[src/rtl/bank_map.sv]
module bank_map #(
  parameter int NUM_BANKS = 4,
  parameter int IDX_W     = 8,
  parameter int BANK_W    = 2
) (
  input  logic [IDX_W-1:0]  idx,
  output logic [BANK_W-1:0] bank
);

  generate
    if (NUM_BANKS == 1) begin : g_single
      assign bank = '0;
    end else begin : g_multi
      assign bank = idx[BANK_W-1:0];
    end
  endgenerate

endmodule

[src/rtl/bank_timer.sv]
module bank_timer #(
  parameter int ACC_LAT = 3,
  parameter int CNT_W   = 2
) (
  input  logic clk,
  input  logic rst_n,
  input  logic load,
  output logic busy
);

  localparam logic [CNT_W-1:0] RELOAD = CNT_W'(ACC_LAT - 1);

  logic [CNT_W-1:0] rem_q;
  logic [CNT_W-1:0] rem_d;
  logic             rem_en;

  assign busy   = (rem_q != '0);
  assign rem_en = load | busy;

  always_comb begin
    rem_d = rem_q;
    if (load) begin
      rem_d = RELOAD;
    end else if (busy) begin
      rem_d = rem_q - 1'b1;
    end
  end

  always_ff @(posedge clk or negedge rst_n) begin
    if (!rst_n) begin
      rem_q <= '0;
    end else if (rem_en) begin
      rem_q <= rem_d;
    end
  end

endmodule

[src/rtl/port_stage.sv]
module port_stage #(
  parameter int NUM_BANKS = 4,
  parameter int IDX_W     = 8,
  parameter int BANK_W    = 2,
  parameter int ACC_LAT   = 3
) (
  input  logic                       vld,
  input  logic [IDX_W-1:0]           idx,
  input  logic [BANK_W-1:0]          bank,
  input  logic [NUM_BANKS-1:0]       busy_in,
  input  logic [NUM_BANKS-1:0]       fresh_in,
  input  logic [NUM_BANKS*IDX_W-1:0] fidx_in,
  output logic                       grant,
  output logic [NUM_BANKS-1:0]       fresh_out,
  output logic [NUM_BANKS*IDX_W-1:0] fidx_out
);

  logic occupied;
  logic repeat_hit;

  always_comb begin
    fresh_out  = fresh_in;
    fidx_out   = fidx_in;
    grant      = 1'b0;
    occupied   = busy_in[bank] | fresh_in[bank];
    repeat_hit = fresh_in[bank] &&
                 (fidx_in[bank*IDX_W +: IDX_W] == idx);
    if (ACC_LAT == 0) begin
      grant = vld;
    end else if (vld) begin
      if (!occupied) begin
        grant                         = 1'b1;
        fresh_out[bank]               = 1'b1;
        fidx_out[bank*IDX_W +: IDX_W] = idx;
      end else if (repeat_hit) begin
        grant = 1'b1;
      end
    end
  end

endmodule

[src/rtl/bank_busy_board.sv]
module bank_busy_board #(
  parameter int NUM_BANKS = 4,
  parameter int IDX_W     = 8,
  parameter int ACC_LAT   = 3,
  parameter int NUM_PORTS = 2
) (
  input  logic                       clk,
  input  logic                       rst_n,
  input  logic [NUM_PORTS-1:0]       req_vld,
  input  logic [NUM_PORTS*IDX_W-1:0] req_idx,
  output logic [NUM_PORTS-1:0]       req_grant
);

  localparam int BANK_W = (NUM_BANKS > 1) ? $clog2(NUM_BANKS) : 1;
  localparam int CNT_W  = (ACC_LAT > 2) ? $clog2(ACC_LAT) : 1;

  // Reset: asserted asynchronously, released after two clock edges.
  logic [1:0] rst_pipe;
  logic       rst_sync_n;

  always_ff @(posedge clk or negedge rst_n) begin
    if (!rst_n) begin
      rst_pipe <= '0;
    end else begin
      rst_pipe <= {rst_pipe[0], 1'b1};
    end
  end

  assign rst_sync_n = rst_pipe[1];

  logic [NUM_BANKS-1:0]       timer_busy;
  logic [NUM_BANKS-1:0]       fresh_c [NUM_PORTS+1];
  logic [NUM_BANKS*IDX_W-1:0] fidx_c  [NUM_PORTS+1];
  logic [BANK_W-1:0]          bank_p  [NUM_PORTS];

  assign fresh_c[0] = '0;
  assign fidx_c[0]  = '0;

  generate
    for (genvar p = 0; p < NUM_PORTS; p++) begin : g_port
      bank_map #(
        .NUM_BANKS (NUM_BANKS),
        .IDX_W     (IDX_W),
        .BANK_W    (BANK_W)
      ) u_map (
        .idx  (req_idx[p*IDX_W +: IDX_W]),
        .bank (bank_p[p])
      );

      port_stage #(
        .NUM_BANKS (NUM_BANKS),
        .IDX_W     (IDX_W),
        .BANK_W    (BANK_W),
        .ACC_LAT   (ACC_LAT)
      ) u_stage (
        .vld       (req_vld[p]),
        .idx       (req_idx[p*IDX_W +: IDX_W]),
        .bank      (bank_p[p]),
        .busy_in   (timer_busy),
        .fresh_in  (fresh_c[p]),
        .fidx_in   (fidx_c[p]),
        .grant     (req_grant[p]),
        .fresh_out (fresh_c[p+1]),
        .fidx_out  (fidx_c[p+1])
      );
    end

    if (ACC_LAT > 0) begin : g_timed
      for (genvar b = 0; b < NUM_BANKS; b++) begin : g_bank
        bank_timer #(
          .ACC_LAT (ACC_LAT),
          .CNT_W   (CNT_W)
        ) u_timer (
          .clk   (clk),
          .rst_n (rst_sync_n),
          .load  (fresh_c[NUM_PORTS][b]),
          .busy  (timer_busy[b])
        );
      end
    end else begin : g_untimed
      assign timer_busy = '0;
    end
  endgenerate

endmodule

[config.mk]
export PLATFORM = sky130hd
export DESIGN_NAME = bank_busy_board
export DESIGN_NICKNAME = d
export VERILOG_FILES = /design/src/rtl/bank_map.sv /design/src/rtl/bank_timer.sv /design/src/rtl/port_stage.sv /design/src/rtl/bank_busy_board.sv
export SDC_FILE = /design/constraint.sdc
export NUM_CORES = 1
export LEC_CHECK = 0
export BUFFER_PORTS_ARGS = -buffer_cell sky130_fd_sc_hd__buf_2
export CAP_MARGIN = 20
export CORE_MARGIN = 3
export CORE_UTILIZATION = 27
export DETAILED_ROUTE_END_ITERATION = 8
export SLEW_MARGIN = 30
export SYNTH_ARGS = -nofsm -noshare
export SYNTH_HDL_FRONTEND = slang
export SYNTH_SLANG_ARGS = --single-unit
[constraint.sdc]
create_clock -name clk -period 3.15 [get_ports clk]
set_input_delay 0.315 -clock clk [delete_from_list [all_inputs] [get_ports clk]]
set_output_delay 0.315 -clock clk [all_outputs]
set_load 0.1 [all_outputs]
After elaboration in Yosys (flattened, before gate mapping)
Index checks and enable logic that the tools add are counted.
{"block": "word_totals", "regBits": 10, "inputBits": 20, "out_inout_bits": 2}
{"block": "op_classes", "add_sub_neg": 5, "magnitude_cmp": 4, "n_eq_ne": 2, "n_shift": 4, "n_mux": 32, "bitwise_logic": 8, "reduce_logical": 16}
{"operator": "$mux 32", "n": 2}
{"operator": "$neg 5->34", "n": 1}
{"operator": "$shift 8x34->32 const A", "n": 1}
{"operator": "$shiftx 8x34->32", "n": 1}
{"operator": "$and 32x32->32", "n": 1}
{"operator": "$shiftx 32x6->8", "n": 1}
{"operator": "$shiftx 32x6->8 const A", "n": 1}
{"operator": "$eq 8x8->1", "n": 2}
{"operator": "$mux 2", "n": 8}
{"operator": "$mux 4", "n": 4}
{"operator": "$reduce_bool 2->1", "n": 8}
{"operator": "$mux 1", "n": 12}
{"operator": "$bmux 1 s2", "n": 4}
{"operator": "$reduce_and 2->1", "n": 4}
{"operator": "$sub 2x1->2 const B", "n": 4}
{"operator": "$lt 2x3->1 const B", "n": 2}
{"operator": "$or 1x1->1", "n": 6}
{"operator": "$demux 1 s2", "n": 2}
{"operator": "$ge 2x1->1 const B", "n": 2}
{"operator": "$logic_and 1x1->1", "n": 4}
{"operator": "$or 4x4->4", "n": 1}

Longest topological paths before layout
{"block": "depth", "depth_word": 13, "ltp_mapped": 10, "depth_no_buf": 8}

By module
Synthesis repeated with hierarchy kept, for this count alone.
{"block": "unflattened", "cells_unflattened": 330, "area_unflattened_um2": 2927.8}
{"module": "port_stage (g_port[1].u_stage)", "instances": 1, "cells_per_inst": 139, "area_each_um2": 1217.4}
{"module": "port_stage (g_port[0].u_stage)", "instances": 1, "cells_per_inst": 139, "area_each_um2": 1192.4}
{"module": "bank_timer", "instances": 4, "cells_per_inst": 11, "area_each_um2": 107.6}
{"module": "bank_busy_board", "instances": 1, "cells_per_inst": 4, "area_each_um2": 57.6}
{"module": "bank_map", "instances": 2, "cells_per_inst": 2, "area_each_um2": 15.0}

Least setup slack after synthesis
No wires, ideal clock.
{"block": "synth_path", "path_kind": "input to output", "start": "input port req_idx[0]", "end": "output port req_grant[1]", "arrival_ns": 2.208, "setup_slack_ns": 0.627, "path_stages": 9, "path_cell_list": "buf_6 -> inv_1 -> ha_1 -> nor4bb_1 -> nand4_2 -> and2_4 -> or3_1 -> a41o_1 -> buf_4"}
{"block": "synth_between", "elab_chain_cells": 12}
{"item": "from (decl)", "line_no": "bank_busy_board.sv:10", "rtl": "input logic [NUM_PORTS*IDX_W-1:0] req_idx,"}
{"item": "branches (longest 10 deep; another with $neg 5->34)"}
{"item": "$mux 1 *", "line_no": "port_stage.sv:31", "rtl": "if (!occupied) begin"}
{"item": "$mux 1 *", "line_no": "port_stage.sv:30", "rtl": "end else if (vld) begin"}
{"item": "to (decl)", "line_no": "bank_busy_board.sv:11", "rtl": "output logic [NUM_PORTS-1:0] req_grant"}
Mark *: on every way between the ends. The select of a mux whose other input is x is not followed.

Worst setup path after layout
{"block": "layout_path", "start": "register g_timed.g_bank[3].u_timer.rem_q[0]", "end": "output port req_grant[1]"}
{"block": "layout_between", "elab_chain_cells": 12}
{"item": "from (decl)", "line_no": "bank_timer.sv:13", "rtl": "logic [CNT_W-1:0] rem_q;"}
{"item": "from (signal assigned)", "line_no": "bank_timer.sv:33", "rtl": "rem_q <= rem_d;"}
{"item": "$reduce_bool 2->1 *", "line_no": "bank_timer.sv:17", "rtl": "assign busy = (rem_q != '0);"}
{"item": "$bmux 1 s2", "line_no": "port_stage.sv:25", "rtl": "occupied = busy_in[bank] | fresh_in[bank];"}
{"item": "$mux 1 (implied by the code)", "line_no": "port_stage.sv:25"}
{"item": "$or 1x1->1", "line_no": "port_stage.sv:25"}
{"item": "$mux 32 or $mux 4 (tied branches)", "line_no": "port_stage.sv:31"}
{"item": "$mux 32 or $mux 4 (tied branches)", "line_no": "port_stage.sv:30"}
{"item": "$shiftx 32x6->8 or $bmux 1 s2 (tied branches)", "line_no": "port_stage.sv:27, port_stage.sv:25, port_stage.sv:26"}
{"item": "$eq 8x8->1 or $mux 1 (tied branches)", "line_no": "port_stage.sv:27, port_stage.sv:25, port_stage.sv:26"}
{"item": "$logic_and 1x1->1", "line_no": "port_stage.sv:26", "rtl": "repeat_hit = fresh_in[bank] &&"}
{"item": "$mux 1", "line_no": "port_stage.sv:35", "rtl": "end else if (repeat_hit) begin"}
{"item": "$mux 1 *", "line_no": "port_stage.sv:31"}
{"item": "$mux 1 *", "line_no": "port_stage.sv:30"}
Mark *: on every way between the ends. The rest lies on a longest branch, timed or not. The select of a mux whose other input is x is not followed.

==> results_dict.tcl <==
set metrics [dict create \
    status "completed" \
    crit_path_max_fanout 10 \
    slowest_delay_ns 0.42 \
    grt.busiest_layer "met2" \
    ys_warn_count 0 \
    globalRouteMet1Util_pct 11.9 \
    clk_latency_ns 0.26 \
    areaGrowthSynthToFinish_pct 16.7 \
    cp-start-kind "flop" \
    cts-root-buf "clkbuf_4" \
    rows 21 \
    cts_buffers 3 \
    clock.fmax_ghz 0.343 \
    first_pass_iters 4 \
    hpwl_mm 1.85 \
    synth_top_area_share_pct 25.4 \
    antenna_found_initial 0 \
    cp_data_arrival_time_ns 2.60 \
    grt_overflow_total 0 \
    seq_area_um2 250 \
    htree_levels 1 \
    cap_violations 0 \
    p_leak_nw 0.571 \
    gr-usage-met3_pct 1.70 \
    grt_first_pass_wirelength_mm 3.64 \
    first_global_vias 866 \
    die_h_um 66.4 \
    antenna_cells 0 \
    hold_ws_ns 0.131 \
    drtAntennaViolNets 0 \
    port_buffers 21 \
    pwr_density_cell_nw_per_um2 675 \
    ys_top_cells_by_area "dfrtp_1, ha_1, inv_1" \
    syn-num-nets 137 \
    wl_mm 2.18 \
    critPathSlowestCell "buf_2" \
    min_period_ns 2.91 \
    cts-hold-fix-buffers 1 \
    multi_input_area_um2 636 \
    num_vias 846 \
    placed_cells 170 \
    ys_ff_latch 10 \
    final-max-slew-violation-count 0 \
    postCtsSetupRepairBufs 0 \
    path_clk_slew_ns 0.07 \
    fin_skew_ns 0.00451 \
    min_period_over_period_pct 92.5 \
    cts_tree "built" \
    ys_async_sr_fraction_pct 100 \
    synth.largest_area_cell "dfrtp_1" \
    setup_tns_ns 0 \
    start_util_pct 28.8 \
    grt.total_usage_pct 10.5 \
    finish.utilization_pct 33.6 \
    synth-edff-count 0 \
    crit_required_ns 2.83 \
    drt_iter0_markers 20 \
    hp-class "flop to async pin" \
    final_cells 175 \
    hold_viol 0 \
    ios 22 \
    worst-r2r-setup-slack_ns 1.00 \
    vias_per_cell 4.83 \
    cp-end-kind "primary output" \
    layout_commonest_cell "buf_2" \
    drive_gt1_share_pct 29.5 \
    routabilityCongestion 0.806 \
    die-area_um2 4400 \
    dieWidth_um 66.4 \
    rsz0062_at_grt "no" \
    fill_cells 375 \
    most-common-layout-cells "buf_2, inv_1, dfrtp_1" \
    peakVddDrop_mv 0.356 \
    synth_area_um2 983 \
    cts_resized 0 \
    grt_util_met2_pct 19.2 \
    drc 0 \
    path_class "flop to primary output" \
    nNetsFinal 159 \
    path_cells "inv_1 -> ha_1 -> mux2i_1 -> o22ai_4 -> nand4_2 -> and2_4 -> o32ai_1 -> a41o_1 -> buf_2" \
    ys.flop_type "dfrtp_1" \
    core_um2 3420 \
    finalSetupViolations 0 \
    cts.sinks 10 \
    cts.path.max_buffers 2 \
    syn_inst 108 \
    post_drt_wl_per_cell_um 12.5 \
    synth_cell_types 47 \
    avgSynthCellArea_um2 9.11 \
    synth-seq-area-share_pct 25.4 \
    grt_max_degree 14 \
]
[synthesized netlist by cell type (2+ instances only)]
library cell,n
a211o_1,2
inv_1,14
nor2_1,7
xor2_1,2
dfrtp_1,10
a22oi_1,3
o21ai_0,4
nor2b_1,2
mux2i_1,3
a221oi_1,2
and2_1,2
nand2_1,8
o211ai_1,2
xnor2_1,3
buf_4,2
and4bb_2,2
a31oi_1,2
ha_1,9
[registers in the layout (all words and copies together) (netlist names)]
register,flops
rst_pipe,2
g_timed.g_bank.u_timer.rem_q,8
[layer usage]
layer,up-vias,part of all wire (%)
li1,428,-
met1,395,44
met2,21,51
met3,2,4.7
met4,0,0.32
met5,-,0
[area by class of cell]
type,count,area share (%)
multi-input cells,79,55.4
flip-flops and latches,10,21.8
repair buffers,22,10.0
well taps,46,5.02
inverters,14,4.58
clock buffers,4,3.16
[worst max-delay path: cells and delay by family, from the launching register on]
kind | cells | cell delay, ns
adders and majority gates | 1 | 0.25
buffers and inverters | 2 | 0.48
DFF | 1 | 0.38
muxes | 1 | 0.15
AOI/OAI and AO/OA | 3 | 0.73
and+or+nand+nor | 2 | 0.32
[power breakdown]
part	switching, W	internal [W]
combinational	0.000252	0.000188
sequential	0.0000328	0.000190
clock	0.0000431	0.0000701
total	0.000327	0.000447
[per-stage QoR]
| step | setup slack [ns] | area (µm²) | power, W |
|---|---|---|---|
| after floorplan | 0.627 | 983 | 0.000584 |
| after global placement | 0.340 | 1100 | 0.000634 |
| after detailed placement | 0.268 | 1100 | 0.000672 |
| after CTS | 0.186 | 1150 | 0.000792 |
| after global routing | 0.0146 | 1150 | 0.000849 |
| final | 0.237 | 1150 | 0.000775 |
[path summary, 6_finish.rpt]
check / from / end / cells after the start
worst min-delay path: rst_pipe[1] / g_timed.g_bank[0].u_timer.rem_q[0] / 0
max in group asynchronous: rst_n / rst_pipe[0] / 2
worst max register to register: g_timed.g_bank[3].u_timer.rem_q[0] / g_timed.g_bank[3].u_timer.rem_q[1] / 7
worst max-delay path: g_timed.g_bank[3].u_timer.rem_q[0] / req_grant[1] / 9
worst min register to register: rst_pipe[1] / g_timed.g_bank[0].u_timer.rem_q[0] / 0
min in group clk: rst_pipe[0] / rst_pipe[1] / 0
[cells by family (layout without fill, tap and decap cells)]
logic type      after synthesis  count (layout)  share of synthesized area (%)
other cells                   1               1                          0.381
xor+xnor                      5               5                           4.45
mux                           5               5                           6.49
compound gates               26              26                           21.5
buf+inv                      19              40                           9.92
simple gates                 33              33                           20.4
flops                        10              10                           25.4
fa+ha+maj                     9               9                           11.5
Note: power is estimated with default switching activity, not from simulation.
